<file path="src/rtl/sipo_pkg.sv">
package sipo_pkg;
  localparam int STAGE_W    = 8;
  localparam int NUM_STAGES = 2;
  localparam int SYNC_DEPTH = 2;
endpackage

</file>
<file path="src/rtl/sync_chain.sv">
module sync_chain #(
  parameter int DEPTH = 2
) (
  input  logic clk,
  input  logic rst_n,
  input  logic din,
  output logic dout
);
  logic [DEPTH-1:0] flop;

  for (genvar i = 0; i < DEPTH; i++) begin : g_flop
    if (i == 0) begin : g_first
      always_ff @(posedge clk or negedge rst_n)
        if (!rst_n) flop[0] <= 1'b0;
        else        flop[0] <= din;
    end else begin : g_next
      always_ff @(posedge clk or negedge rst_n)
        if (!rst_n) flop[i] <= 1'b0;
        else        flop[i] <= flop[i-1];
    end
  end

  assign dout = flop[DEPTH-1];
endmodule

</file>
<file path="src/rtl/edge_pulse.sv">
module edge_pulse #(
  parameter int DEPTH = 2
) (
  input  logic clk,
  input  logic rst_n,
  input  logic pin,
  output logic rise
);
  logic level;
  logic level_d;

  sync_chain #(.DEPTH(DEPTH)) u_sync (
    .clk  (clk),
    .rst_n(rst_n),
    .din  (pin),
    .dout (level)
  );

  always_ff @(posedge clk or negedge rst_n)
    if (!rst_n) level_d <= 1'b0;
    else        level_d <= level;

  assign rise = level & ~level_d;

  AST_PULSE_SINGLE: assert property (@(posedge clk) disable iff (!rst_n)
    rise |=> !rise);
endmodule

</file>
<file path="src/rtl/sipo_stage.sv">
module sipo_stage #(
  parameter int W = 8
) (
  input  logic         clk,
  input  logic         rst_n,
  input  logic         shift_en,
  input  logic         sin,
  output logic [W-1:0] q,
  output logic         sout
);
  always_ff @(posedge clk or negedge rst_n)
    if (!rst_n)        q <= '0;
    else if (shift_en) q <= {q[W-2:0], sin};

  assign sout = q[W-1];

  AST_SHIFT_MOVE: assert property (@(posedge clk) disable iff (!rst_n)
    shift_en |=> (q[0] == $past(sin)) && (q[W-1:1] == $past(q[W-2:0])));
  AST_SHIFT_HOLD: assert property (@(posedge clk) disable iff (!rst_n)
    !shift_en |=> $stable(q));
endmodule

</file>
<file path="src/rtl/store_latch.sv">
module store_latch #(
  parameter int W = 8
) (
  input  logic         clk,
  input  logic         rst_n,
  input  logic         load,
  input  logic [W-1:0] d,
  output logic [W-1:0] q
);
  always_ff @(posedge clk or negedge rst_n)
    if (!rst_n)    q <= '0;
    else if (load) q <= d;

  AST_LATCH_HOLD: assert property (@(posedge clk) disable iff (!rst_n)
    !load |=> $stable(q));
  AST_LATCH_COPY: assert property (@(posedge clk) disable iff (!rst_n)
    load |=> q == $past(d));
endmodule

</file>
<file path="src/rtl/dual_sipo_latch.sv">
module dual_sipo_latch
  import sipo_pkg::*;
#(
  parameter int W     = STAGE_W,
  parameter int DEPTH = SYNC_DEPTH
) (
  input  logic         clk,
  input  logic         rst_n,
  input  logic         ser_in,
  input  logic         sh_clk,
  input  logic         st_clk,
  output logic [W-1:0] sel_byte,
  output logic [W-1:0] seg_byte,
  output logic         ser_out
);
  localparam int N = NUM_STAGES;

  logic         sh_rise;
  logic         st_rise;
  logic         data_s;
  logic [W-1:0] stage_q [N];
  logic [W-1:0] store_q [N];
  logic [N:0]   link;

  edge_pulse #(.DEPTH(DEPTH)) u_sh_edge (
    .clk(clk), .rst_n(rst_n), .pin(sh_clk), .rise(sh_rise)
  );
  edge_pulse #(.DEPTH(DEPTH)) u_st_edge (
    .clk(clk), .rst_n(rst_n), .pin(st_clk), .rise(st_rise)
  );
  sync_chain #(.DEPTH(DEPTH)) u_data_sync (
    .clk(clk), .rst_n(rst_n), .din(ser_in), .dout(data_s)
  );

  assign link[0] = data_s;

  for (genvar s = 0; s < N; s++) begin : g_stage
    sipo_stage #(.W(W)) u_shift (
      .clk     (clk),
      .rst_n   (rst_n),
      .shift_en(sh_rise),
      .sin     (link[s]),
      .q       (stage_q[s]),
      .sout    (link[s+1])
    );
    store_latch #(.W(W)) u_store (
      .clk  (clk),
      .rst_n(rst_n),
      .load (st_rise),
      .d    (stage_q[s]),
      .q    (store_q[s])
    );
  end

  assign sel_byte = store_q[0];
  assign seg_byte = store_q[N-1];
  assign ser_out  = link[N];

  AST_CASCADE_LINK: assert property (@(posedge clk) disable iff (!rst_n)
    sh_rise |=> stage_q[1][0] == $past(stage_q[0][W-1]));
  AST_SEROUT_STILL: assert property (@(posedge clk) disable iff (!rst_n)
    !sh_rise |=> $stable(ser_out));
endmodule

</file>
<file path="config.mk">
export PLATFORM = sky130hd
export DESIGN_NAME = dual_sipo_latch
export DESIGN_NICKNAME = d
export VERILOG_FILES = /design/src/rtl/sipo_pkg.sv /design/src/rtl/sync_chain.sv /design/src/rtl/edge_pulse.sv /design/src/rtl/sipo_stage.sv /design/src/rtl/store_latch.sv /design/src/rtl/dual_sipo_latch.sv
export SDC_FILE = /design/constraint.sdc
export NUM_CORES = 1
export LEC_CHECK = 0
export BUFFER_PORTS_ARGS = -buffer_cell sky130_fd_sc_hd__buf_4
export CAP_MARGIN = 40
export CORE_MARGIN = 1
export CORE_UTILIZATION = 50
export CTS_BUF_LIST = sky130_fd_sc_hd__clkbuf_16
export CTS_CLUSTER_SIZE = 25
export DETAILED_ROUTE_END_ITERATION = 12
export GPL_TIMING_DRIVEN = 0
export PLACE_DENSITY = 0.77
export SLEW_MARGIN = 20
export SYNTH_ARGS = -nofsm -noshare
export SYNTH_HDL_FRONTEND = slang
export SYNTH_SLANG_ARGS = --single-unit
</file>
<file path="constraint.sdc">
create_clock -name clk -period 1.6 [get_ports clk]
set_input_delay 0.16 -clock clk [delete_from_list [all_inputs] [get_ports clk]]
set_output_delay 0.16 -clock clk [all_outputs]
set_load 0.02 [all_outputs]
</file>
# ---- Word level (Yosys, flattened, before mapping)
# Index checks and enable logic that the tools add are counted.
dict set report totals {
  register_bits 40
  input_bits 5
}
dict set report classes {
  bitwise 4
}
# cell count
set ops {}
lappend ops {{1-bit AND} 2}
lappend ops {{1-bit NOT} 2}

# ---- Logic depth before layout (Yosys ltp)
# Gate-level depths: netlist (run 1).
dict set report logic_depth {
  ltp_word 2
  depth_mapped 4
  ltp_nobuf 2
}

# ---- By module
# Synthesis (run 1) repeated with hierarchy kept, for this count alone.
dict set report hier_totals {
  hier_cells 80
  hier_area_um2 1569.0
}
# mod n_inst cells_per_inst area_each_um2 seq_area_each_um2
set modules_own_cells {}
lappend modules_own_cells {sipo_stage 2 18 339.1 200.2}
lappend modules_own_cells {store_latch 2 17 331.6 200.2}
lappend modules_own_cells {sync_chain 3 2 50.0 50.0}
lappend modules_own_cells {edge_pulse 2 2 38.8 25.0}

# ---- Worst setup path before layout (run 1)
# Ideal clock, no wire load.
dict set report synth_path {
  kind {register to register}
  startpoint {register u_sh_edge.level_d}
  endpoint {register g_stage[0].u_shift.q[6]}
  setup_ps 125
  t_arrival_ps 1053
  setup_slack_ps 422
  path_stages_with_launch 5
  period_less_slack_ps 1178
  path_cell_list {dfrtp_1 -> nor2b_4 -> buf_6 -> buf_6 -> mux2_4}
}
dict set report synth_between {
  elab_chain_cells 2
}
# item line
set synth_lines {}
lappend synth_lines {{start, declared} edge_pulse.sv:10} ;# logic level_d;
lappend synth_lines {{start signal, assigned} edge_pulse.sv:21} ;# else level_d <= level;
lappend synth_lines {{1-bit NOT} edge_pulse.sv:23} ;# assign rise = level & ~level_d;
lappend synth_lines {{1-bit AND} edge_pulse.sv:23}
lappend synth_lines {{end signal, assigned} sipo_stage.sv:13} ;# else if (shift_en) q <= {q[W-2:0], sin};
lappend synth_lines {{end, declared} sipo_stage.sv:8} ;# output logic [W-1:0] q,
# Every way passes these cells.
# A chain may end at the register's enable or synchronous reset.

# ---- Worst setup path in the final report (run 1)
dict set report layout_path {
  startpoint {register u_sh_edge.level_d}
  endpoint {register g_stage[0].u_shift.q[7]}
}
# Same word-level chain as after synthesis.

==> results of run 1 <==
-- final timing paths --
check	slack, ns	cells past startpoint	start	end
worst max-delay path	0.35	4	u_sh_edge.level_d	g_stage[0].u_shift.q[7]
worst min-delay path	0.35	0	u_st_edge.u_sync.flop[0]	u_st_edge.u_sync.dout
worst max register to register	0.35	4	u_sh_edge.level_d	g_stage[0].u_shift.q[7]
worst min register to register	0.35	0	u_st_edge.u_sync.flop[0]	u_st_edge.u_sync.dout
max in group asynchronous	0.86	2	rst_n	g_stage[1].u_store.q[7]
min in group asynchronous	0.40	2	rst_n	g_stage[1].u_shift.q[2]
-- power by group --
part,total [W],internal [W],switching (W)
registers,0.00160,0.00136,0.000239
clock network,0.000919,0.000559,0.000360
logic,0.00104,0.000628,0.000412
total,0.00356,0.00255,0.00101
-- routing by layer --
metal	part of all wire (%)	GRT usage (%)
met1	46	21.55
met2	45	23.19
met3	5.9	8.844
met4	2.8	11.50
met5	0	0
-- layout make-up --
class,instances,area [um2]
buffer,4,53.80
clock buffer,5,125.1
clock inverter,2,8.758
fill,213,917.1
multi-input combinational,34,462.9
sequential,40,1001
tap,31,38.79
timing repair buffer,25,197.7
-- through the flow --
step	setup WS [ns]	instance area, um2	cells	utilization (%)	power, W
after floorplan	0.4221	1518	78	-	0.002240
after global placement	0.3761	1714	130	61.11	0.002605
after detailed placement	0.3632	1714	130	61.11	0.002661
after CTS	0.3387	1888	141	67.31	0.003600
after global routing	0.2889	1888	141	67.31	0.003731
final	0.3512	1888	141	67.31	0.003557
-- cell usage after synthesis --
master / number / share of area (%)
buf_12: 1 / 1.3
buf_6: 3 / 2.2
mux2_2: 12 / 8.9
nand2b_4: 1 / 0.91
mux2_4: 20 / 20
dfrtp_1: 40 / 66
nor2b_4: 1 / 0.91
-- state kept, by name (all words and copies together), names as in the netlist --
register / count
u_st_edge.u_sync.flop: 1
u_data_sync.flop: 1
u_st_edge.u_sync.dout: 1
u_sh_edge.level_d: 1
g_stage.u_store.q: 16
u_sh_edge.u_sync.dout: 1
u_sh_edge.u_sync.flop: 1
u_st_edge.level_d: 1
g_stage.u_shift.q: 16
u_data_sync.dout: 1
-- cells in the final DEF, fill, tap and decap left out --
cell / instances
nand2b_4: 1
buf_4: 21
inv_1: 1
dlygate4sd3_1: 4
clkinv_2: 1
dfrtp_1: 40
mux2_4: 20
buf_6: 3
mux2_2: 12
nor2b_4: 1
buf_12: 1
clkbuf_16: 5
-- kinds of logic after synthesis --
group,share of synthesized area (%)
flip-flops,65.95
multiplexers,28.69
buffers and inverters,3.545
AND/OR/NAND/NOR,1.813
-- what timing repair did --
action,in CTS,in global routing
hold buffers,4,0
hold endpoints to repair,43,0
setup endpoints to repair,0,0
==> impl_summary.md, run 1 <==
Place
The number of buffer cells added on primary ports is 21. The weighted congestion reported at the end of routability-driven placement is 0.6314. The half-perimeter wire length of the detailed placement result is 1.431 mm.

Timing
The highest clock rate is 800.8 MHz. For the final routed database, the setup TNS stands at 0 ns. The final hold violation count is 0. The worst pin sits at a relative slew slack of between 60% and 70%. The final-report max-slew violation count is 0. The slew at the pin closest to its max-slew limit is 0.4964 ns. The clock period minus final worst setup slack is between 1 and 1.5 ns.

After layout, the worst path uses 78.05% of the clock period. The worst hold slack is about 0.35 ns. Clock skew on the completed layout was measured at 0.006596 ns. Setup repair after global routing left no endpoint under its margin. The final count of negative-setup-slack endpoints is 0.

Final layout
The antenna diode count is 0. For this run, the post-layout net count is about 120. The post-route netlist has 59.09% of its cells at a drive strength greater than 1.

From synthesis to final layout, the design area changed by 24.40%.

Pwr
Power spread over the standard cell area amounts to 1884 nW/um2. The standby leakage power is 0.9440 nW. The worst-case IR drop observed on VDD is 1018 uV.

Routing
Before antenna repair, the detailed router went through 8 iterations. The per-cell routed wire length is approximately 16 um. The total routed wirelength is about 2.2 mm. The first-iteration detailed-routing DRC count is 11. After detailed routing, the number of remaining DRC violations is 2. The number of nets with antenna violations after routing is 0.

In the routed layout, each cell is associated on average with a via count of about 5. The routed layout has 714 vias.

Worst setup path
In this design, the critical path's most frequently occurring cell is buf_6. The category of the most critical setup path is reg -> reg. For the worst setup path, the data arrival time is 1.41 ns.

The highest-delay cell along the critical path is dfrtp_1. Traced cell by cell, the critical path runs through nor2b_4 > buf_6 > buf_6 > mux2_4. The data required time at the worst endpoint is 1.76 ns.

The gate family responsible for the most delay along the worst path is flip-flops. The sort of element at the end of the critical path is a register. Counting both buffers and inverters, the worst setup path holds a total of 2. The worst setup path is launched from a register.

The critical-path maximum fanout is 10. The longest individual stage delay on the worst path is 0.40 ns.

CTS
Once the clock tree was built, the resizer swapped 0 gates to a different size. The number of buffers on the longest clock path is 2. The clock net in this run drives a total of 40 sinks. Clock latency on the worst-skew pair, taken at its later pin, is ~0.28 ns. Once the clock tree was built, the setup fixing pass inserted 0 buffers.

The number of levels the H-tree was split into is 2. The number of clock buffers added by TritonCTS is 5. The clock root buffer is clkbuf_16.

The clock transition time at the flip-flop clock pins of the worst setup and hold paths is about 0.06 ns. The TritonCTS clock tree is built.

Flow run
The total of max-cap violations is 0.

GRT
The maximum number of pins on one net before global-route repair is 41. The total routing usage reported by global routing is 17.18%. The via count of the first global-routing pass is 753.

The initial antenna violation count is 0. The global-route congestion overflow total is 0. The first global-routing pass estimated 3.732 mm of wire.

Die
From bottom edge to top edge, the die measures 57.10 um. In this run the count of I/O pins placed on the die edge is 22. In this run the horizontal extent of the chip is between 50 and 60 um. The floorplan row count is 19.

The die covers approximately 3300 um2. The core region area is roughly 2800 um2. Once the floorplan was initialized, standard cells occupied 54.10% of the core.

Yosys
The synthesized design contains 40 register bits. The cell area that synthesis handed to floorplanning was 1518 um2. The average instance area after synthesis is 19.46 um2. The distinct cell type count of the synthesized netlist is 7. During synthesis, Yosys emitted a total of 0 warnings.

The number of nets produced by synthesis is 83. The cell count after synthesis is 78. The post-synthesis sequential area ratio is between 60% and 70%.

Min path
The path category of the worst min-delay check is reg -> reg.

Outcome
The checks that failed: DRC. The flow ran to the end, but the final reports show violations.
(Power assumes the default switching activity.)
==> inputs of run 2 (changes only) <==
Clock period 1.6 ns to 1.25 ns, I/O delays scaled along.
==> impl_summary.md, run 2 (synthesized netlist as in run 1, its figures left out) <==
Outcome
The run finished, with violations left. The final reports fail on DRC.

Final layout
The fraction of layout cells with a size suffix above 1 was 58.72% (-0.38 points). The filler-free cell count of the finished design is 140 (-0.71%). The leading cell type in the layout, fill and taps excluded is dfrtp_1. The layout-stage area growth over the synthesis result is 23.91%. The filler cell count is 212 (-0.47%). In the final layout, the registers with the most flip-flops are g_stage.u_shift.q x16, g_stage.u_store.q x16. The library cells used most frequently in the layout, excluding fill and tap cells, are dfrtp_1, buf_4, mux2_4. The antenna diode count is 0 (unchanged). The final net count is 114 (-0.87%).

Timing
The final-report max-slew violation count is 0 (unchanged). The highest clock rate is 838.6 MHz (+4.7%). The final hold violation count is 0 (unchanged). The total negative slack is 0 ns (unchanged). The clock period minus final worst setup slack came to 1.192 ns (-0.05639 ns). The share of the cycle needed by the critical path after routing is 95.39% (+17 points). The slew at the pin closest to its max-slew limit is 0.4840 ns (-0.01241 ns).

The clock skew after layout is 0.006736 ns (+0.0001407 ns). The worst hold slack is 0.3471 ns (+0.000002000 ns). The worst slew slack as a fraction of its limit was 67.73% (+0.83 points). Setup repair after global routing left no endpoint under its margin. The final count of negative-setup-slack endpoints is 0 (unchanged).

Place
The number of buffer cells added on primary ports is 21 (unchanged). The cell total after placement is 130 (unchanged). The half-perimeter wire length of the detailed placement result is 1.431 mm (unchanged). The weighted congestion reported at the end of routability-driven placement came to 0.6314 (unchanged).

GRT
The global-route congestion overflow total is 0 (unchanged). The initial antenna violation count was 0 (unchanged). The total routing usage reported by global routing is 17.13% (-0.049 points). The maximum number of pins on one net before global-route repair came to 41 (unchanged). The via count of the first global-routing pass is 750 (-0.40%). The wire length of the first global-routing pass is 3.712 mm (-0.54%).

Die
The die width is 57.10 um (unchanged). The vertical extent of the die is 57.10 um (unchanged). The effective utilization at floorplan is 54.10% (unchanged). The core region area was 2805 um2 (unchanged).

The floorplan row count came to 19 (unchanged). The area of the die was 3260 um2 (unchanged). The number of top-level pins is 22 (unchanged).

Worst setup path
The data required time at the worst endpoint is 1.41 ns (-0.35 ns). The worst setup path is launched from a register. STA classifies the critical path endpoint as a register. The critical path is of the reg -> reg type.

The count of buffering cells on the critical path with inverters included is 1 (-1). The endpoint arrival time on the critical path is 1.35 ns (-0.06 ns). The highest-delay cell along the critical path is dfrtp_1. The critical-path maximum fanout is 16 (+6).

The gate family responsible for the most delay along the worst path is flip-flops. The longest individual stage delay on the worst path is 0.40 ns (about the same). Traced cell by cell, the critical path runs through nor2b_4 > buf_8 > mux2_2.

Routing
The post-detailed-route DRC marker count was 2 (unchanged). The first-iteration detailed-routing DRC count was 11 (unchanged). The total routed wirelength is 2.219 mm (-1.0%). The per-cell routed wire length came to 15.85 um (-0.32%). The number of nets with antenna violations after routing is 0 (unchanged). The iteration count of the initial detailed-routing pass was 8 (unchanged).

The via count normalized by instance count came to 5.186 (+2.4%). The via total after detailed routing is 726 (+1.7%).

CTS
The count of buffers added by post-CTS timing repair for setup is 0 (unchanged). The number of buffers on the longest clock path is 2 (unchanged). The number of levels the H-tree was split into is 2 (unchanged). The clock transition time at the flip-flop clock pins of the worst setup and hold paths was 0.06 ns (about the same). TritonCTS built the clock tree.

The number of CTS-inserted buffers is 5 (unchanged). The later-pin clock latency in the skew report came to 0.28 ns (about the same). The number of clock sinks is 40 (unchanged). The clock root buffer is clkbuf_16.

Pwr
The standby leakage power came to 0.9391 nW (-0.52%). The highest ir drop seen on vdd came to 1303 uV (+28%). The power density of the placed cells is 2420 nW/um2 (+28%). The total power consumption of the routed design is 0.004551 W (+28%).

Min path
The path category of the worst min-delay check is in -> async.

Flow run
The total of max-cap violations is 0 (unchanged).
==> run 2: changes by cell type in the layout (fill, tap and decap cells not counted) <==
cell,delta
buf_6,-2
buf_8,+1
==> run 2: final cells by class <==
type | count | area [um2] | area share (%)
plain buffers | 3 | 46.29 | 2.462
clock buffers | 5 | 125.1 | 6.653
well taps | 31 | 38.79 | 2.063
repair buffers | 25 | 197.7 | 10.51
flip-flops and latches | 40 | 1001 | 53.23
clock inverters | 2 | 8.758 | 0.4657
multi-input cells | 34 | 462.9 | 24.62
==> run 2: path summary, 6_finish.rpt <==
path / startpoint / endpoint / slack (ns) / cells after the start
worst min-delay path: rst_n / g_stage[0].u_store.q[7] / 0.35 / 2
min in group clk: u_st_edge.u_sync.flop[0] / u_st_edge.u_sync.dout / 0.35 / 0
worst max register to register: u_sh_edge.level_d / g_stage[0].u_shift.q[4] / 0.06 / 3
worst max-delay path: u_sh_edge.level_d / g_stage[0].u_shift.q[4] / 0.06 / 3
worst min register to register: u_st_edge.u_sync.flop[0] / u_st_edge.u_sync.dout / 0.35 / 0
max in group asynchronous: rst_n / g_stage[1].u_store.q[7] / 0.56 / 2
==> run 2: worst register-to-register path, delay by kind of cell, from the launching register on <==
kind,cells,cell delay [ns]
buf+inv,1,0.19
flops,1,0.40
simple gates,1,0.12
mux,1,0.36
==> run 2: routing by layer <==
metal	GRT usage (%)	vias to the layer above	wire length (um)
met4	11.50	0	63
met5	0	-	0
met2	22.86	21	1033
met1	21.71	370	990
li1	-	329	-
met3	8.844	6	132
==> run 2: stage by stage <==
stage / utilization (%) / cell area [um2] / setup slack [ns]
3_5_place_dp: 61.11 / 1714 / 0.01317
3_3_place_gp: 61.11 / 1714 / 0.02608
5_1_grt: 67.04 / 1881 / 0.01342
6_report: 67.04 / 1881 / 0.05759
4_1_cts: 66.90 / 1877 / 0.04022
2_1_floorplan: - / 1518 / 0.07211
==> run 2: what timing repair did <==
item | 4_1_cts | 5_1_grt
endpoints found under the hold margin | 43 | 0
pin swaps | 0 | 0
setup endpoints to repair | 8 | 3
hold buffers | 4 | 0
resized for setup | 0 | 1
==> run 2: power breakdown <==
part | leakage, nW | switching, W | internal [W] | total (W)
clock | 0.0709 | 0.000461 | 0.000716 | 0.00118
combinational | 0.374 | 0.000526 | 0.000802 | 0.00133
sequential | 0.494 | 0.000306 | 0.00174 | 0.00205
total | 0.939 | 0.00129 | 0.00326 | 0.00455
